==> src/rtl/bls_pkg.sv <==
// Shared defaults for the segmented bit-line steering block.
// Assumes the segment count is a power of two derived from the select width.
package bls_pkg;
    parameter int unsigned BLS_DATA_W = 8;
    parameter int unsigned BLS_SEL_W  = 2;
endpackage

==> src/rtl/seg_wr_demux.sv <==
// Registered 1-to-N write demultiplexer. The selected segment receives the
// word and every other segment is driven to the cleared (all-zero) state.
// Assumes: wr_go sampled at the clock edge; result valid for one cycle.
module seg_wr_demux #(
    parameter int unsigned DATA_W = 8,
    parameter int unsigned SEL_W  = 2,
    localparam int unsigned NUM_SEG = 1 << SEL_W
) (
    input  logic                        clk,
    input  logic                        rst_n,
    input  logic                        go,
    input  logic [SEL_W-1:0]            sel,
    input  logic [DATA_W-1:0]           data,
    output logic [NUM_SEG*DATA_W-1:0]   seg_out
);
    for (genvar i = 0; i < NUM_SEG; i++) begin : g_seg
        logic [DATA_W-1:0] seg_q;
        // Load the word into this segment only when it is the chosen one.
        always_ff @(posedge clk) begin
            if (!rst_n)
                seg_q <= '0;
            else if (go && (sel == SEL_W'(i)))
                seg_q <= data;
            else
                seg_q <= '0;
        end
        assign seg_out[i*DATA_W +: DATA_W] = seg_q;
    end
endmodule

==> src/rtl/seg_mux2.sv <==
// One 2-to-1 stage of the conditional read multiplexer. When sel is high
// in_a is passed and in_b must be clear; when low the roles swap. The stage
// reports a violation if the input it does not pass is non-zero.
module seg_mux2 #(
    parameter int unsigned DATA_W = 8
) (
    input  logic              sel,
    input  logic [DATA_W-1:0] in_a,
    input  logic [DATA_W-1:0] in_b,
    output logic [DATA_W-1:0] out,
    output logic              viol
);
    // Pass one input and test the other for the cleared state.
    always_comb begin
        out  = sel ? in_a : in_b;
        viol = sel ? (|in_b) : (|in_a);
    end
endmodule

==> src/rtl/seg_rd_tree.sv <==
// N-to-1 read multiplexer built as a binary tree of seg_mux2 stages.
// Heap layout: node k has children 2k+1 (lower segments) and 2k+2 (upper).
// The root uses the select MSB. The OR of every stage's violation is exactly
// "some unselected segment is non-zero".
module seg_rd_tree #(
    parameter int unsigned DATA_W = 8,
    parameter int unsigned SEL_W  = 2,
    localparam int unsigned NUM_SEG = 1 << SEL_W,
    localparam int unsigned NODES   = 2 * NUM_SEG - 1
) (
    input  logic [SEL_W-1:0]          sel,
    input  logic [NUM_SEG*DATA_W-1:0] seg_in,
    output logic [DATA_W-1:0]         out,
    output logic                      any_viol
);
    logic [DATA_W-1:0]    node [NODES];
    logic [NUM_SEG-2:0]   viol;

    for (genvar j = 0; j < NUM_SEG; j++) begin : g_leaf
        assign node[NUM_SEG-1+j] = seg_in[j*DATA_W +: DATA_W];
    end

    for (genvar d = 0; d < SEL_W; d++) begin : g_lvl
        for (genvar p = 0; p < (1 << d); p++) begin : g_pos
            localparam int unsigned K = (1 << d) - 1 + p;
            seg_mux2 #(.DATA_W(DATA_W)) u_stage (
                .sel  (sel[SEL_W-1-d]),
                .in_a (node[2*K+2]),
                .in_b (node[2*K+1]),
                .out  (node[K]),
                .viol (viol[K])
            );
        end
    end

    assign out      = node[0];
    assign any_viol = |viol;
endmodule

==> src/rtl/sel_track.sv <==
// Captures the primary select of an operation and, in the following
// (recovery) cycle, compares it with the late select copy from outside.
// Assumes the late copy is only meaningful in that recovery cycle.
module sel_track #(
    parameter int unsigned SEL_W = 2
) (
    input  logic             clk,
    input  logic             rst_n,
    input  logic             go,
    input  logic [SEL_W-1:0] sel,
    input  logic [SEL_W-1:0] sel_dly,
    output logic             err
);
    logic             win_q;
    logic [SEL_W-1:0] sel_q;

    // Open the recovery window and hold the select for one cycle.
    always_ff @(posedge clk) begin
        if (!rst_n) begin
            win_q <= 1'b0;
            sel_q <= '0;
        end else begin
            win_q <= go;
            sel_q <= sel;
        end
    end

    // Flag a disagreement only while the window is open.
    assign err = win_q && (sel_dly != sel_q);
endmodule

==> src/rtl/bitline_seg_steer.sv <==
// Top of the segmented bit-line steering block: registered write demux,
// tree read mux with clear-state checking, and late-select tracking on
// both sides. Each operation is evaluated in one cycle and recovered in
// the next; a new operation may start every cycle.
module bitline_seg_steer #(
    parameter int unsigned DATA_W = bls_pkg::BLS_DATA_W,
    parameter int unsigned SEL_W  = bls_pkg::BLS_SEL_W,
    localparam int unsigned NUM_SEG = 1 << SEL_W
) (
    input  logic                      clk,
    input  logic                      rst_n,
    input  logic                      wr_go,
    input  logic [SEL_W-1:0]          wr_sel,
    input  logic [DATA_W-1:0]         wr_data,
    input  logic [SEL_W-1:0]          wr_sel_dly,
    output logic [NUM_SEG*DATA_W-1:0] seg_wr_data,
    output logic                      wr_dly_err,
    input  logic                      rd_go,
    input  logic [SEL_W-1:0]          rd_sel,
    input  logic [SEL_W-1:0]          rd_sel_dly,
    input  logic [NUM_SEG*DATA_W-1:0] seg_rd_data,
    output logic [DATA_W-1:0]         rd_data,
    output logic                      rd_clr_err,
    output logic                      rd_dly_err
);
    logic [DATA_W-1:0] tree_out;
    logic              tree_viol;
    logic [DATA_W-1:0] rd_data_q;
    logic              rd_err_q;

    seg_wr_demux #(.DATA_W(DATA_W), .SEL_W(SEL_W)) u_wr_demux (
        .clk     (clk),
        .rst_n   (rst_n),
        .go      (wr_go),
        .sel     (wr_sel),
        .data    (wr_data),
        .seg_out (seg_wr_data)
    );

    seg_rd_tree #(.DATA_W(DATA_W), .SEL_W(SEL_W)) u_rd_tree (
        .sel      (rd_sel),
        .seg_in   (seg_rd_data),
        .out      (tree_out),
        .any_viol (tree_viol)
    );

    // Register the read word and its clear-state verdict for the recovery cycle.
    always_ff @(posedge clk) begin
        if (!rst_n) begin
            rd_data_q <= '0;
            rd_err_q  <= 1'b0;
        end else begin
            rd_data_q <= rd_go ? tree_out : '0;
            rd_err_q  <= rd_go && tree_viol;
        end
    end

    assign rd_data    = rd_data_q;
    assign rd_clr_err = rd_err_q;

    sel_track #(.SEL_W(SEL_W)) u_wr_track (
        .clk     (clk),
        .rst_n   (rst_n),
        .go      (wr_go),
        .sel     (wr_sel),
        .sel_dly (wr_sel_dly),
        .err     (wr_dly_err)
    );

    sel_track #(.SEL_W(SEL_W)) u_rd_track (
        .clk     (clk),
        .rst_n   (rst_n),
        .go      (rd_go),
        .sel     (rd_sel),
        .sel_dly (rd_sel_dly),
        .err     (rd_dly_err)
    );
endmodule

==> config.mk <==
export PLATFORM = sky130hd
export DESIGN_NAME = bitline_seg_steer
export DESIGN_NICKNAME = d
export VERILOG_FILES = /design/src/rtl/bls_pkg.sv /design/src/rtl/seg_wr_demux.sv /design/src/rtl/seg_mux2.sv /design/src/rtl/seg_rd_tree.sv /design/src/rtl/sel_track.sv /design/src/rtl/bitline_seg_steer.sv
export SDC_FILE = /design/constraint.sdc
export NUM_CORES = 1
export LEC_CHECK = 0
export ABC_AREA = 0
export BUFFER_PORTS_ARGS = -buffer_cell sky130_fd_sc_hd__buf_2
export CORE_ASPECT_RATIO = 1.4
export CORE_MARGIN = 10
export CORE_UTILIZATION = 46
export DETAILED_ROUTE_END_ITERATION = 10
export GPL_ROUTABILITY_DRIVEN = 0
export PLACE_DENSITY = 0.87
export SKIP_CTS_REPAIR_TIMING = 1
export SLEW_MARGIN = 15
export SYNTH_ARGS = -nofsm -noshare
export SYNTH_HDL_FRONTEND = slang
export SYNTH_SLANG_ARGS = --single-unit
export TNS_END_PERCENT = 30
==> constraint.sdc <==
create_clock -name clk -period 1.6 [get_ports clk]
set_input_delay 0.16 -clock clk [delete_from_list [all_inputs] [get_ports clk]]
set_output_delay 0.16 -clock clk [all_outputs]
set_load 0.01 [all_outputs]
==> results.cfg, run 1 <==
[power]
switchingPower_w = 0.000473
pwr-share-comb = 0.094
ir_worst_vdd_uv = 746
power_density_nw_per_um2 = 1050
power_w = 0.00242
switching_share = 0.195
clockPowerShare = 0.407
seqPwrFrac = 0.499
leakage_nw = 1.14
p_int_w = 0.00195

[timing]
fin_crit_ns = 1.18
finalSetupTns_ns = 0
relSlewSlack = 0.693
final-setup-viol-count = 0
rsz0062_at_grt = no
fmax_ghz = 0.848
hold_viol_final = 0
holdWs_ns = 0.0934
post-route-period-util = 0.737
drv_slew = 0
tightest_slew_ns = 0.456

[floorplan]
die_h_um = 90.6
die-area_um2 = 6380
std_cell_rows = 25
start_util = 0.481
ios = 95
core_area_um2 = 3410
die_w_um = 70.5

[logic_synthesis]
yosys.area_share.simple = 0.250
synth-compound-area-share = 0.0260
syn_area_per_cell_um2 = 12.2
netlist_top_cells_area = dfxtp_1, and2_1, mux4_2
synth_fa_ha_area_frac = 0
synthDistinctLibCells = 21
synth_cells = 134
synth_top_area_share = 0.574
yosysWarnings = 0
seq_area_frac_synth = 0.574
ys_ff_latch = 47
synth_nets = 186
synth_xor_area_frac = 0.0214
yosysTopAreaCell = dfxtp_1
muxShareOfSynthArea = 0.115
synth_top_family_by_area = simple AND/OR/NAND/NOR gates
syn_area_um2 = 1640

[hold_path]
hp-class = input port to flop

[clocking]
cts.sinks = 47
clk_pin_slew_ns = 0.08
cts_root_buf = clkbuf_8
cts_tree = yes
cts_buffers = 5
htree_levels = 2
cts_buffer_depth = 2

[final_layout]
drive_gt1_frac = 0.477
finalNetCount = 288
final_area_um2 = 2300
post-route-util = 0.674
antenna_cells = 0
area_growth_pct = 40.2

[routing]
drtAntennaViolNets = 0
via_per_inst = 4.92
first_iter_violations = 44
drc = 0
wl_per_cell_um = 15.0
route.vias.total = 1363
routed_wl_mm = 4.17
firstDrtPassIters = 4

[run]
maxCapViolations = 0

[placed_design]
place_hpwl_mm = 3.66
io_buffers = 94
dpl_cell_area_um2 = 2170

[global_route]
grt_max_degree = 15
antenna_found_initial = 0
grt_usage = 0.131
grt_overflow_total = 0
grt_pass1_vias = 1576
grt_pass1_wl_mm = 6.99

[setup_path]
crit_path_end = rd_dly_err
cp.required_ns = 1.44
crit_fanout = 1
end_kind = primary output
worstSetupStartpointType = flop
cp-startpoint = u_rd_track.sel_q[0]
crit_arrival_ns = 1.02
crit_type = flop to primary output

[outcome]
status = finished clean
## cell type report
type | instances | area (µm²)
clock inverter | 2 | 60.1
fill | 280 | 1110
inverter | 2 | 7.51
timing repair buffer | 97 | 493
sequential | 47 | 941
multi-input combinational | 83 | 674
clock buffer | 6 | 72.6
tap | 40 | 50.0
## synthesized netlist by cell type
library cell	n
a2111oi_2	1
a211oi_1	1
a21boi_0	2
and2_1	44
and3_1	1
buf_2	1
buf_6	1
dfxtp_1	47
inv_1	2
mux4_1	2
mux4_2	6
nand2_1	5
nand3_1	3
nand3b_1	1
nor2_1	1
nor3_1	1
nor3b_1	2
nor4_1	6
nor4_2	2
o21ai_0	1
xnor2_1	4
## logic make-up after synthesis
logic type	Yosys count
XOR/XNOR	4
multiplexers	8
AND/OR/NAND/NOR	66
AO/OA/AOI/OAI	5
flip-flops	47
buffers and inverters	4
## registers in the layout (all words and copies together) (netlist names)
| register | flops |
|---|---|
| u_wr_demux.g_seg.seg_q | 32 |
| rd_data | 8 |
| u_rd_track.sel_q | 2 |
| u_wr_track.sel_q | 2 |
| rd_clr_err | 1 |
| u_rd_track.win_q | 1 |
| u_wr_track.win_q | 1 |
## through the flow
| stage | setup slack [ns] | std cells |
|---|---|---|
| floorplan | 0.496 | 134 |
| global placement | 0.265 | 269 |
| detailed placement | 0.180 | 269 |
| CTS | 0.395 | 277 |
| global route | 0.304 | 277 |
| finish | 0.421 | 277 |
## cells in the final DEF (no fill, tap or decap), types with 2 or more instances in the layout
cell type  synthesis  layout
xnor2_1            4       4
mux4_1             2       2
inv_1              2       2
mux4_2             6       6
and2_1            44      44
a21boi_0           2       2
nor3b_1            2       2
nand3_1            3       3
buf_4              0       3
nand2_1            5       5
dfxtp_1           47      47
clkbuf_8           0       5
buf_2              1      94
nor4_2             2       2
bufinv_16          0       2
nor4_1             6       6
## power groups by stage
stage / combinational (W) / sequential, W / clock [W]
after floorplan: 0.0000888 / 0.00125 / 0
after global placement: 0.000225 / 0.00124 / 0
after detailed placement: 0.000232 / 0.00124 / 0
after CTS: 0.000232 / 0.00121 / 0.00101
after global routing: 0.000254 / 0.00121 / 0.00106
final: 0.000228 / 0.00121 / 0.000985
## routing by layer
layer | GRT usage | part of all wire
met1 | 0.120 | 0.35
met2 | 0.225 | 0.48
met3 | 0.0781 | 0.15
met4 | 0.0578 | 0.015
met5 | 0 | 0
## critical path: stages, from the launching register on
cell and delay [ns]:
dfxtp_1 0.31, xnor2_1 0.11, a21boi_0 0.15, buf_2 0.16
## worst min-delay path by stage
stage / slack, ns / start / depth (start not counted) / endpoint
floorplan: 0.28 / wr_data[0] / 1 / u_wr_demux.g_seg[0].seg_q[0]
global placement: 0.39 / wr_data[7] / 2 / u_wr_demux.g_seg[1].seg_q[7]
detailed placement: 0.40 / wr_data[2] / 2 / u_wr_demux.g_seg[1].seg_q[2]
CTS: 0.09 / wr_data[2] / 2 / u_wr_demux.g_seg[1].seg_q[2]
global route: 0.1 / wr_data[6] / 2 / u_wr_demux.g_seg[1].seg_q[6]
finish: 0.09 / wr_data[4] / 2 / u_wr_demux.g_seg[1].seg_q[4]
Note: power is estimated with default switching activity, not from simulation.
==> inputs of run 2 (changes only) <==
--- a/config.mk
+++ b/config.mk
@@ -9,10 +9,10 @@
 export BUFFER_PORTS_ARGS = -buffer_cell sky130_fd_sc_hd__buf_2
 export CORE_ASPECT_RATIO = 1.4
 export CORE_MARGIN = 10
-export CORE_UTILIZATION = 46
+export CORE_UTILIZATION = 43
 export DETAILED_ROUTE_END_ITERATION = 10
 export GPL_ROUTABILITY_DRIVEN = 0
-export PLACE_DENSITY = 0.87
+export PLACE_DENSITY = 0.82
 export SKIP_CTS_REPAIR_TIMING = 1
 export SLEW_MARGIN = 15
 export SYNTH_ARGS = -nofsm -noshare
==> constraint.sdc (replaced) <==
create_clock -name clk -period 1.1 [get_ports clk]
set_input_delay 0.11 -clock clk [delete_from_list [all_inputs] [get_ports clk]]
set_output_delay 0.11 -clock clk [all_outputs]
set_load 0.01 [all_outputs]
==> results.cfg, run 2 (synthesized netlist as in run 1, its figures left out) <==
[setup_path]
cp.required_ns = 0.99
slowest_delay_ns = 0.32
end_kind = primary output
crit_arrival_ns = 1.02
crit_chain = xnor2_1 > a21boi_1 > buf_2
crit_type = flop to primary output
crit_fanout = 1
crit_slowest_cell = dfxtp_2
crit_family = flip-flops
worstSetupStartpointType = flop
cp-startpoint = u_rd_track.sel_q[1]
crit_buf_inv = 1

[clocking]
cts_tree = yes
cts_buffer_depth = 2
clk_pin_slew_ns = 0.08
cts_buffers = 5
cts.sinks = 47
cts_root_buf = clkbuf_8
htree_levels = 2

[outcome]
status = finished, violations left
violations = negative setup slack

[final_layout]
drive_gt1_frac = 0.502
antenna_cells = 0
layout_commonest_cell = buf_2
largest_register = u_wr_demux.g_seg.seg_q
final_area_um2 = 2380
stdcell_count = 289
post-route-util = 0.647
finalNetCount = 298
layout_common_cells = buf_2, dfxtp_1, and2_1, buf_4
n_fill_cell = 301
area_growth_pct = 45.0
largest_reg_flops = 32

[run]
maxCapViolations = 0

[floorplan]
die_h_um = 93.1
core_area_um2 = 3680
start_util = 0.446
die_w_um = 72.2
die-area_um2 = 6720
ios = 95
std_cell_rows = 26

[placed_design]
place_hpwl_mm = 3.62
dp.cells = 281
io_buffers = 94
dpl_cell_area_um2 = 2240

[timing]
post-route-period-util = 1.02
fmax_ghz = 0.888
final-setup-viol-count = 1
finalSetupTns_ns = -0.0263
tightest_slew_ns = 0.833
fin_crit_ns = 1.13
hold_viol_final = 0
rsz0062_at_grt = yes
setup_ws_ns = -0.0263
relSlewSlack = 0.440
drv_slew = 0

[routing]
drtAntennaViolNets = 0
route.vias.total = 1389
firstDrtPassIters = 4
routed_wl_mm = 4.13
first_iter_violations = 69
drc = 0
wl_per_cell_um = 14.3
via_per_inst = 4.81

[global_route]
grt_pass1_wl_mm = 6.66
grt_pass1_vias = 1518
grt_overflow_total = 0
grt_max_degree = 15
antenna_found_initial = 0
grt_usage = 0.123

[power]
power_density_nw_per_um2 = 1490
ir_worst_vdd_uv = 1340
leakage_nw = 1.19

[hold_path]
worstHoldStart = wr_data[5]
hp-class = input port to flop
[run 2: cell type report]
| type | instances | area [µm²] | area share |
|---|---|---|---|
| Clock buffer | 6 | 72.6 | 0.0305 |
| Clock inverter | 2 | 60.1 | 0.0253 |
| Inverter | 2 | 7.51 | 0.00316 |
| Multi-Input combinational cell | 83 | 674 | 0.284 |
| Sequential cell | 47 | 942 | 0.396 |
| Tap cell | 42 | 52.6 | 0.0221 |
| Timing Repair Buffer | 107 | 568 | 0.239 |
[run 2: where the power goes]
part / switching [W] / internal (W)
logic: 0.000154 / 0.000201
clock network: 0.000520 / 0.000907
registers: 0.0000113 / 0.00175
[run 2: layer usage]
layer,global-route usage,share of wire
met2,0.220,0.48
met3,0.0857,0.15
met1,0.100,0.36
met5,0,0
met4,0.0485,0.015
[run 2: worst paths after layout]
path / endpoint / slack, ns / cells past startpoint
min: u_wr_demux.g_seg[3].seg_q[5] / 0.05 / 2
max: rd_dly_err / -0.03 / 3
[run 2: metrics by stage]
| step | power, W | setup slack, ns | hold slack [ns] |
|---|---|---|---|
| 2_1_floorplan | 0.00195 | 0.0462 | 0.232 |
| 3_3_place_gp | 0.00215 | -0.186 | 0.344 |
| 3_5_place_dp | 0.00216 | -0.221 | 0.351 |
| 4_1_cts | 0.00358 | -0.0824 | 0.0419 |
| 5_1_grt | 0.00368 | -0.106 | 0.0403 |
| 6_report | 0.00354 | -0.0263 | 0.0477 |
